$ cat src/rtl/uart_irq_pkg.sv
package uart_irq_pkg;

    // Transmit selection: FIFO enable and drain-wait together pick one of four rules.
    typedef enum logic [1:0] {
        TXM_HOLD       = 2'd0,
        TXM_HOLD_DRAIN = 2'd1,
        TXM_FIFO       = 2'd2,
        TXM_FIFO_DRAIN = 2'd3
    } tx_mode_e;

    typedef enum logic {
        RXM_HOLD = 1'b0,
        RXM_FIFO = 1'b1
    } rx_mode_e;

    // Per-channel control bundle.
    typedef struct packed {
        logic fifo_en;
        logic drain_wait;
        logic tx_en;
        logic rx_en;
    } ch_ctrl_t;

    // Transmitter status that does not depend on count width.
    typedef struct packed {
        logic hold_full;
        logic shift_idle;
    } tx_flags_t;

    function automatic tx_mode_e pick_tx_mode(input ch_ctrl_t c);
        return tx_mode_e'({c.fifo_en, c.drain_wait});
    endfunction

    function automatic rx_mode_e pick_rx_mode(input ch_ctrl_t c);
        return rx_mode_e'(c.fifo_en);
    endfunction

    function automatic int unsigned count_width(input int unsigned depth);
        return $clog2(depth + 1);
    endfunction

endpackage

$ cat src/rtl/uart_irq_trig_cmp.sv
module uart_irq_trig_cmp #(
    parameter int unsigned CW = 8
) (
    input  logic [CW-1:0] count,
    input  logic [CW-1:0] level,
    output logic          at_level,
    output logic          empty
);
    always_comb begin
        at_level = (count >= level);
        empty    = (count == '0);
    end
endmodule

$ cat src/rtl/uart_irq_tx_req.sv
module uart_irq_tx_req
    import uart_irq_pkg::*;
#(
    parameter int unsigned CW = 8
) (
    input  ch_ctrl_t      ctrl,
    input  tx_flags_t     flags,
    input  logic [CW-1:0] count,
    input  logic [CW-1:0] level,
    output logic          req
);
    logic     at_level;
    logic     empty;
    tx_mode_e mode;

    uart_irq_trig_cmp #(.CW(CW)) u_cmp (
        .count    (count),
        .level    (level),
        .at_level (at_level),
        .empty    (empty)
    );

    always_comb begin
        mode = pick_tx_mode(ctrl);
        unique case (mode)
            TXM_HOLD:       req = !flags.hold_full;
            TXM_HOLD_DRAIN: req = !flags.hold_full && flags.shift_idle;
            TXM_FIFO:       req = !at_level || empty;
            TXM_FIFO_DRAIN: req = !at_level || (empty && flags.shift_idle);
            default:        req = 1'b0;
        endcase
    end
endmodule

$ cat src/rtl/uart_irq_rx_req.sv
module uart_irq_rx_req
    import uart_irq_pkg::*;
#(
    parameter int unsigned CW = 8
) (
    input  ch_ctrl_t      ctrl,
    input  logic [CW-1:0] count,
    input  logic [CW-1:0] level,
    output logic          req
);
    logic     at_level;
    logic     empty;
    rx_mode_e mode;

    uart_irq_trig_cmp #(.CW(CW)) u_cmp (
        .count    (count),
        .level    (level),
        .at_level (at_level),
        .empty    (empty)
    );

    always_comb begin
        mode = pick_rx_mode(ctrl);
        unique case (mode)
            RXM_HOLD: req = !empty;
            RXM_FIFO: req = at_level && !empty;
            default:  req = 1'b0;
        endcase
    end
endmodule

$ cat src/rtl/uart_irq_chan.sv
module uart_irq_chan
    import uart_irq_pkg::*;
#(
    parameter int unsigned CW = 8
) (
    input  logic          clk,
    input  logic          rst,
    input  ch_ctrl_t      ctrl,
    input  tx_flags_t     flags,
    input  logic [CW-1:0] tx_count,
    input  logic [CW-1:0] tx_level,
    input  logic [CW-1:0] rx_count,
    input  logic [CW-1:0] rx_level,
    output logic          irq
);
    logic tx_req;
    logic rx_req;
    logic irq_d;

    uart_irq_tx_req #(.CW(CW)) u_tx (
        .ctrl  (ctrl),
        .flags (flags),
        .count (tx_count),
        .level (tx_level),
        .req   (tx_req)
    );

    uart_irq_rx_req #(.CW(CW)) u_rx (
        .ctrl  (ctrl),
        .count (rx_count),
        .level (rx_level),
        .req   (rx_req)
    );

    always_comb irq_d = (tx_req && ctrl.tx_en) || (rx_req && ctrl.rx_en);

    always_ff @(posedge clk) begin
        if (rst) irq <= 1'b0;
        else     irq <= irq_d;
    end
endmodule

$ cat src/rtl/uart_irq_pin.sv
module uart_irq_pin
    import uart_irq_pkg::*;
#(
    parameter int unsigned NCH   = 2,
    parameter int unsigned DEPTH = 128,
    parameter int unsigned CW    = count_width(DEPTH)
) (
    input  logic              clk,
    input  logic              rst,
    input  logic [NCH-1:0]    fifo_en,
    input  logic [NCH-1:0]    rs485_auto,
    input  logic [NCH-1:0]    tx_ien,
    input  logic [NCH-1:0]    rx_ien,
    input  logic [NCH-1:0]    thr_full,
    input  logic [NCH-1:0]    tsr_idle,
    input  logic [NCH*CW-1:0] tx_count,
    input  logic [NCH*CW-1:0] tx_trig,
    input  logic [NCH*CW-1:0] rx_count,
    input  logic [NCH*CW-1:0] rx_trig,
    output logic [NCH-1:0]    irq
);
    for (genvar c = 0; c < NCH; c++) begin : g_ch
        ch_ctrl_t  ctrl;
        tx_flags_t flags;

        always_comb begin
            ctrl.fifo_en     = fifo_en[c];
            ctrl.drain_wait  = rs485_auto[c];
            ctrl.tx_en       = tx_ien[c];
            ctrl.rx_en       = rx_ien[c];
            flags.hold_full  = thr_full[c];
            flags.shift_idle = tsr_idle[c];
        end

        uart_irq_chan #(.CW(CW)) u_chan (
            .clk      (clk),
            .rst      (rst),
            .ctrl     (ctrl),
            .flags    (flags),
            .tx_count (tx_count[c*CW +: CW]),
            .tx_level (tx_trig[c*CW +: CW]),
            .rx_count (rx_count[c*CW +: CW]),
            .rx_level (rx_trig[c*CW +: CW]),
            .irq      (irq[c])
        );
    end
endmodule

$ cat config.mk
export PLATFORM = sky130hd
export DESIGN_NAME = uart_irq_pin
export DESIGN_NICKNAME = d
export VERILOG_FILES = /design/src/rtl/uart_irq_pkg.sv /design/src/rtl/uart_irq_trig_cmp.sv /design/src/rtl/uart_irq_tx_req.sv /design/src/rtl/uart_irq_rx_req.sv /design/src/rtl/uart_irq_chan.sv /design/src/rtl/uart_irq_pin.sv
export SDC_FILE = /design/constraint.sdc
export NUM_CORES = 1
export LEC_CHECK = 0
export BUFFER_PORTS_ARGS = -buffer_cell sky130_fd_sc_hd__buf_2
export CORE_ASPECT_RATIO = 0.9
export CORE_MARGIN = 8
export CORE_UTILIZATION = 30
export CTS_CLUSTER_SIZE = 8
export DETAILED_ROUTE_END_ITERATION = 8
export PLACE_DENSITY = 0.67
export SETUP_SLACK_MARGIN = 0.4
export SLEW_MARGIN = 30
export SYNTH_ARGS = -nofsm -noshare
export SYNTH_HDL_FRONTEND = slang
export SYNTH_SLANG_ARGS = --single-unit
$ cat constraint.sdc
create_clock -name clk -period 1.4 [get_ports clk]
set_input_delay 0.14 -clock clk [delete_from_list [all_inputs] [get_ports clk]]
set_output_delay 0.14 -clock clk [all_outputs]
set_load 0.1 [all_outputs]
==> results of run 1 <==
layer usage:
| layer | vias to the layer above | GRT usage, % |
|---|---|---|
| li1 | 650 | - |
| met1 | 556 | 13.95 |
| met2 | 48 | 22.62 |
| met3 | 2 | 3.708 |
| met4 | 0 | 5.117 |
| met5 | - | 0 |
logic make-up (layout without fill, tap and decap cells):
family	Yosys count	in the layout	synth area share [%]
AO/OA/AOI/OAI	26	26	18.08
adder cells (fa/ha/maj)	32	32	41.03
flip-flops	2	2	4.103
buffers and inverters	38	124	15.38
AND/OR/NAND/NOR	37	37	21.41
layout make-up:
| cell class | count | area, µm² | share of cell area [%] |
|---|---|---|---|
| Clock buffer | 3 | 22.52 | 1.237 |
| Inverter | 36 | 157.7 | 8.660 |
| Multi-Input combinational cell | 95 | 1020 | 56.01 |
| Sequential cell | 2 | 40.04 | 2.199 |
| Tap cell | 42 | 52.55 | 2.887 |
| Timing Repair Buffer | 85 | 528.0 | 29.00 |
metrics by stage:
step | hold slack [ns] | cells | util, % | TNS, ns
floorplan | 0.3527 | 135 | - | -0.02285
finish | 0.2830 | 263 | 58.91 | 0
detailed placement | 0.5249 | 260 | 49.64 | -0.3237
global placement | 0.5205 | 260 | 49.64 | -0.2913
global route | 0.3094 | 263 | 58.91 | -0.05007
CTS | 0.2953 | 263 | 54.94 | 0
worst max-delay path, stage by stage:
cell and delay [ns]:
buf_8 0.07, inv_4 0.03, ha_4 0.25, o21a_1 0.11, nor2_1 0.04, or4_4 0.51
a221oi_2 0.26, or3_1 0.14
what timing repair did:
action	in CTS	in global routing
resized for setup	27	24
setup endpoints to repair	4	2
setup buffers	0	0
pin swaps	13	15
cell usage in the layout, fill, tap and decap left out, types with 2 or more instances in the layout:
cell type	netlist	final
buf_2	0	65
inv_1	36	28
ha_1	32	21
ha_4	0	11
buf_6	0	10
nor4_1	9	9
buf_4	2	8
nor2_1	6	6
nand2b_1	8	6
a21oi_1	8	6
inv_2	0	4
nand4_1	3	3
o21a_1	3	3
nand3_1	3	3
clkbuf_4	0	3
inv_4	0	2
a2111oi_2	0	2
nand2_1	3	2
nand2b_4	0	2
a211oi_2	0	2
o21ai_1	0	2
a21oi_2	0	2
dfxtp_1	2	2
buf_8	0	2
where the power goes:
| group | internal (µW) | switching (µW) | total, µW |
|---|---|---|---|
| logic | 279 | 251 | 531 |
| registers | 63.8 | 1.56 | 65.4 |
| clock network | 94.3 | 30.6 | 125 |
| total | 438 | 283 | 721 |
path summary, 6_finish.rpt:
| check | from | cells past startpoint | endpoint |
|---|---|---|---|
| max | rx_trig[11] | 8 | g_ch[1].u_chan.irq |
| min | fifo_en[0] | 3 | g_ch[0].u_chan.irq |
==> reports/metrics.csv, run 1 <==
metric;value;unit
hold buffers post-CTS;0;
vias in the first global route;1398;
initial core utilization;31.58;%
synth top area cells;ha_1 (41%), inv_1 (14%), nor4_1 (5.8%);
PnR worst setup slack;0.02584;ns
register area share after synthesis;4.103;%
Pwr Density;396.1;nW/µm²
Die W;76.12;µm
CTS tree;yes;
Die ar.;5337;µm²
Final period util;98.15;%
First-pass DRT Iterations;4;
Final Net Count;333;
drt drc;0;
initial antenna violation count;0;
row count;19;
Worst VDD drop;171.6;µV
share of layout cells above drive strength 1;55.20;%
Max Cap Viol;0;
Post-synth EDFFs;0;
total power;721.1;µW
Clock Pin Slew Worst Setup and Hold Paths;0.03;ns
number of CTS-inserted buffers;3;
diodes inserted;0;
Synth Cell Area;975.9;µm²
placer's final routability congestion estimate;0.8056;
worst min path class;input port to flip-flop;
CTS sink cnt;2;
Final Hold Fails;0;
core area;3090;µm²
Max clock buf depth;2;
design area;1821;µm²
depth of the CTS H-tree;1;
worst slew pin tran;0.4902;ns
Fillers;287;
Max Fanout on Critical Path;1;
critical path startpoint category;input port;
post-DP HPWL;2.915;mm
pre-CTS WS;-0.2747;ns
final setup vio count;0;
most frequent cell after synthesis;inv_1;
max-slew violations;0;
Commonest cells post-synth;inv_1 (36), ha_1 (32), nor4_1 (9);
Tot GR Track Use;12.78;%
Largest register FFs;2;
Setup CP Type;input port to flip-flop;
area post-placement;1534;µm²
Synth Area per Inst;7.229;µm²
area leader, netlist;ha_1;
DIE HEIGHT;70.11;µm
DR iter-0 viols;29;
Detail Route Antenna Nets;0;
worst endpoint data arrival time;1.54;ns
area grow syn2layout;86.54;%
Top FF cell, synth;dfxtp_1;
largest net degree at the start of global routing;5;
global-route wire length before repair;5.892;mm
#FFs+latches synth;2;
grt total ovfl;0;
Synth top area share;41.03;%
Period minus WS final;1.374;ns
Via density;4.776;
Top Layer Used;met4;
Synthesized Nets;245;
# port buffers;79;
status;finished, final reports clean;
routed wire length;3.525;mm
Synth Instances;135;
FMAX;0.7277;GHz
Rel. slew slack;67.02;%
async set-reset flop share out of synthesis;0;%
routed wl met2;1.745;mm
Worst setup EP type;flip-flop;
Biggest register;g_ch.u_chan.irq;
CP required;1.57;ns
post-synth cell types;25;
I/O pin count;80;
leakage;0.0009573;µW
WL/cell;13.40;µm
Largest regs;g_ch.u_chan.irq x2;
metal3 WL;251;µm
root buffer cell;clkbuf_4;
routed via count;1256;
wl on met1;1.495;mm
RSZ-0062 raised after global routing;true;
Ys Warns;0;
(Power assumes the default switching activity.)
==> run 2, diff against run 1 <==
==> constraint.sdc (replaced) <==
create_clock -name clk -period 1.4 [get_ports clk]
set_input_delay 0.28 -clock clk [delete_from_list [all_inputs] [get_ports clk]]
set_output_delay 0.28 -clock clk [all_outputs]
set_load 0.1 [all_outputs]
==> run 2 against run 1 <==
  * The run now ends with setup timing left
  * Combinational power up 9.2%
  * Utilization grew 2.6 points
  * Wire length grew 6.7%
  * Final area rose by 4.4%
  * Hold slack better by 0.14 ns
  * Flip-flop and latch count did not move
  * First-iteration DRC count is 28% lower
==> reports/metrics.csv, run 2 (synthesized netlist as in run 1, its figures left out) <==
metric;value;unit;change
status;complete, but fails checks;;
failing checks;setup timing;;
routed wire length;3.760;mm;+6.7%
Period minus WS final;1.534;ns;+0.1601 ns
worst slew pin tran;0.5200;ns;+0.02978 ns
total power;775.0;µW;+7.5%
CTS tree;yes;;
critical path startpoint category;input port;;
initial core utilization;31.58;%;unchanged
Worst setup EP type;flip-flop;;
Largest regs;g_ch.u_chan.irq x2;;
grt total ovfl;0;;unchanged
Die W;76.12;µm;unchanged
FMAX;0.6518;GHz;-10%
WHS Path Cells;3;;unchanged
worst setup path startpoint;rx_count[13];;
area grow syn2layout;94.74;%;
Setup CP Type;input port to flip-flop;;
worst min path class;input port to flip-flop;;
Pwr Density;407.8;nW/µm²;+2.9%
DIE HEIGHT;70.11;µm;unchanged
Via density;4.687;;-1.9%
area of the multi-input gates;1052;µm²;+3.2%
Die ar.;5337;µm²;unchanged
vias in the first global route;1425;;+1.9%
RSZ-0062 raised after global routing;true;;
Final period util;109.6;%;+11 points
number of CTS-inserted buffers;3;;unchanged
post-DP HPWL;3.000;mm;+2.9%
Biggest register;g_ch.u_chan.irq;;
postcts setup bufs;0;;unchanged
share of layout cells above drive strength 1;57.96;%;+2.8 points
worst hold start;fifo_en[0];;
register area;41.29;µm²;+3.1%
max-slew violations;0;;unchanged
most frequent cells in the layout;buf_2 (68), inv_1 (29), ha_1 (23), buf_4 (12), ha_4 (9);;
Detail Route Antenna Nets;0;;unchanged
row count;19;;unchanged
PnR worst setup slack;-0.1343;ns;-0.1601 ns
First-pass DRT Iterations;3;;-1
Post-Layout Cell Count;268;;+1.9%
worst endpoint data arrival time;1.63;ns;+0.09 ns
Rel. slew slack;65.02;%;-2.0 points
Clock Pin Slew Worst Setup and Hold Paths;0.03;ns;about the same
DR iter-0 viols;21;;-28%
WL/cell;14.03;µm;+4.7%
Max clock buf depth;2;;unchanged
CP required;1.50;ns;-0.07 ns
diodes inserted;0;;unchanged
drt drc;0;;unchanged
Max Fanout on Critical Path;2;;+1
Final Hold Fails;0;;unchanged
I/O pin count;80;;unchanged
commonest non-fill, non-tap cell in the layout;buf_2;;
root buffer cell;clkbuf_4;;
area post-placement;1572;µm²;+2.4%
Fillers;294;;+2.4%
CTS sink cnt;2;;unchanged
Largest register FFs;2;;unchanged
depth of the CTS H-tree;1;;unchanged
routed via count;1256;;unchanged
Placed Cells;265;;+1.9%
Max Cap Viol;0;;unchanged
placer's final routability congestion estimate;0.7976;;-0.99%
Tot GR Track Use;13.98;%;+1.2 points
leakage;0.0009957;µW;+4.0%
final setup vio count;1;;+1
initial antenna violation count;0;;unchanged
pre-CTS WS;-0.4221;ns;-0.1474 ns
# port buffers;79;;unchanged
core area;3090;µm²;unchanged
design area;1901;µm²;+4.4%
Worst VDD drop;173.8;µV;+1.3%
largest net degree at the start of global routing;5;;unchanged
global-route wire length before repair;6.334;mm;+7.5%
Final Net Count;338;;+1.5%
[run 2: cell count changes in the layout (fill, tap and decap cells not counted), sizes merged]
cell / delta
buf: +5
[run 2: worst paths after layout]
check	to	slack [ns]
setup / recovery	g_ch[1].u_chan.irq	-0.13
hold / removal	g_ch[0].u_chan.irq	0.42
[run 2: critical path, stage by stage]
cell and delay [ns]:
buf_8 0.10, ha_4 0.25, a21oi_4 0.17, nor2_4 0.05
a2111oi_4 0.35, a221oi_2 0.11, or3_1 0.32
[run 2: routing by layer]
metal | vias to the layer above | part of all wire (%) | GRT usage [%]
li1 | 659 | - | -
met1 | 543 | 41 | 14.62
met2 | 50 | 53 | 26.05
met3 | 4 | 5.0 | 3.197
met4 | 0 | 1.5 | 5.970
met5 | - | 0 | 0
[run 2: power breakdown]
part | switching [µW] | internal, µW
clock | 30.8 | 94.3
combinational | 268 | 312
sequential | 5.59 | 64.6
total | 304 | 471
[run 2: per-stage QoR]
step,TNS (ns),hold WS (ns),util (%)
4_1_cts,-0.1051,0.4135,58.70
6_report,-0.1343,0.4201,61.50
2_1_floorplan,-0.1629,0.4927,-
5_1_grt,-0.1764,0.4320,61.50
3_3_place_gp,-0.5810,0.6611,50.85
3_5_place_dp,-0.5884,0.6478,50.85
[run 2: area by class of cell]
class / count / area share, %
timing repair buffer: 90 / 30.09
tap: 42 / 2.765
sequential: 2 / 2.172
clock buffer: 3 / 1.185
multi-input combinational: 95 / 55.37
inverter: 36 / 8.427
[run 2: repair_timing]
item,4_1_cts,5_1_grt
pin swaps,16,11
hold buffers,0,0
endpoints found under the setup margin,4,4
resized for setup,44,16
==> run 3, diff against run 2 <==
--- a/config.mk
+++ b/config.mk
@@ -7,7 +7,6 @@
 export LEC_CHECK = 0
 export BUFFER_PORTS_ARGS = -buffer_cell sky130_fd_sc_hd__buf_2
 export CORE_ASPECT_RATIO = 0.9
-export CORE_MARGIN = 8
 export CORE_UTILIZATION = 30
 export CTS_CLUSTER_SIZE = 8
 export DETAILED_ROUTE_END_ITERATION = 8
==> run 3 against run 2 <==
  * The flow still finishes with violations (setup timing)
  * Combinational power decreased by 4.8%
  * Wire length decreased by 24%
  * Global-route usage increased by 3.7 points
  * First-iteration DRC count increased by 14%
  * Utilization increased by 0.19 points
  * Critical path depth unchanged
  * Critical endpoint unchanged
  * Die area decreased by 35%
  * Highest routed layer is now met3
  * Via count increased by 1.2%
  * Final area decreased by 0.46%
==> reports/metrics.csv, run 3 (synthesized netlist as in run 1, its figures left out) <==
metric;value;unit;change
commonest non-fill, non-tap cell in the layout;buf_2;;
Final Net Count;344;;+1.8%
Max Fanout on Critical Path;2;;unchanged
post-DP HPWL;2.513;mm;-16%
Setup CP Type;input port to flip-flop;;
WL/cell;10.47;µm;-25%
worst min path class;input port to flip-flop;;
worst endpoint data arrival time;1.66;ns;+0.03 ns
Clock Pin Slew Worst Setup and Hold Paths;0.03;ns;about the same
share of layout cells above drive strength 1;56.47;%;-1.5 points
CP required;1.57;ns;+0.07 ns
First-pass DRT Iterations;3;;unchanged
row count;19;;unchanged
Die W;62.12;µm;-18%
Detail Route Antenna Nets;0;;unchanged
Min Hold Slack;0.4279;ns;+0.007877 ns
Period minus WS final;1.492;ns;-0.04240 ns
# port buffers;79;;unchanged
initial antenna violation count;0;;unchanged
Final period util;106.6;%;-3.0 points
Largest regs;g_ch.u_chan.irq x2;;
grt total ovfl;0;;unchanged
pre-CTS WS;-0.4455;ns;-0.02339 ns
root buffer cell;clkbuf_4;;
Worst setup EP type;flip-flop;;
area grow syn2layout;93.85;%;
global-route wire length before repair;5.002;mm;-21%
Max Cap Viol;0;;unchanged
Tot GR Track Use;17.64;%;+3.7 points
Placed Cells;271;;+2.3%
core area;3067;µm²;-0.77%
Via density;4.639;;-1.0%
most frequent cells in the layout;buf_2 (68), inv_1 (30), ha_1 (23), buf_4 (18);;
max-slew violations;0;;unchanged
drt drc;0;;unchanged
routed via count;1271;;+1.2%
Worst VDD drop;155.5;µV;-11%
RSZ-0062 raised after global routing;true;;
initial core utilization;31.82;%;+0.24 points
vias in the first global route;1262;;-11%
leakage;0.001013;µW;+1.8%
Post-Layout Cell Count;274;;+2.2%
postcts setup bufs;0;;unchanged
largest net degree at the start of global routing;4;;-1
number of CTS-inserted buffers;3;;unchanged
CTS sink cnt;2;;unchanged
Rel. slew slack;71.97;%;+7.0 points
final core occ;61.69;%;+0.19 points
failing checks;setup timing;;
Die ar.;3486;µm²;-35%
Biggest register;g_ch.u_chan.irq;;
DR iter-0 viols;24;;+14%
PnR worst setup slack;-0.09187;ns;+0.04240 ns
depth of the CTS H-tree;1;;unchanged
placer's final routability congestion estimate;0.7900;;-0.95%
critical path startpoint category;input port;;
status;complete, but fails checks;;
Largest register FFs;2;;unchanged
Final Hold Fails;0;;unchanged
Max clock buf depth;2;;unchanged
FMAX;0.6703;GHz;+2.8%
final setup vio count;1;;unchanged
DIE HEIGHT;56.11;µm;-20%
Setup Total Neg Slack;-0.09187;ns;+0.04240 ns
worst slew pin tran;0.4166;ns;-0.1034 ns
Pwr Density;394.8;nW/µm²;-3.2%
CTS tree;yes;;
I/O pin count;80;;unchanged
routed wire length;2.869;mm;-24%
diodes inserted;0;;unchanged
-- run 3: cell types whose count changed in the layout (fill, tap and decap cells not counted), sizes merged --
cell,before,now
buf,90,96
-- run 3: critical path, stage by stage --
cell and delay (ns):
buf_4 0.12, ha_4 0.25, o21a_1 0.10, nor2_1 0.04, or4_4 0.50, a221oi_2 0.23, or3_1 0.13
-- run 3: layout make-up --
cell class	count	area, µm²
clock buffers	3	22.52
fillers	281	1175
inverters	36	157.7
multi-input cells	95	1001
flip-flops and latches	2	41.29
well taps	42	52.55
repair buffers	96	616.8
-- run 3: path summary, 6_finish.rpt --
path                      from            endpoint  slack (ns)  cells past startpoint
hold / removal      fifo_en[0]  g_ch[0].u_chan.irq        0.43                      3
setup / recovery  rx_count[11]  g_ch[1].u_chan.irq       -0.09                      7
-- run 3: what timing repair did --
item / CTS / global route
pin swaps: 14 / 14
endpoints found under the setup margin: 4 / 4
gates resized for setup: 35 / 16
hold buffers: 0 / 0
-- run 3: metrics by stage --
| stage | total power [µW] | area (µm²) |
|---|---|---|
| final | 746.9 | 1892 |
| after detailed placement | 506.1 | 1617 |
| after CTS | 717.0 | 1797 |
| after floorplan | 300.0 | 1056 |
| after global routing | 826.2 | 1892 |
| after global placement | 497.8 | 1617 |
-- run 3: layer usage --
layer,routed length [µm],track usage [%]
met1,1251,21.43
met2,1481,31.71
met3,137,1.844
met4,0,6.977
met5,0,0
-- run 3: report_power, final --
group | internal (µW) | total (µW) | switching [µW]
sequential | 64.6 | 70.0 | 5.34
combinational | 304 | 552 | 248
clock | 94.3 | 125 | 30.2
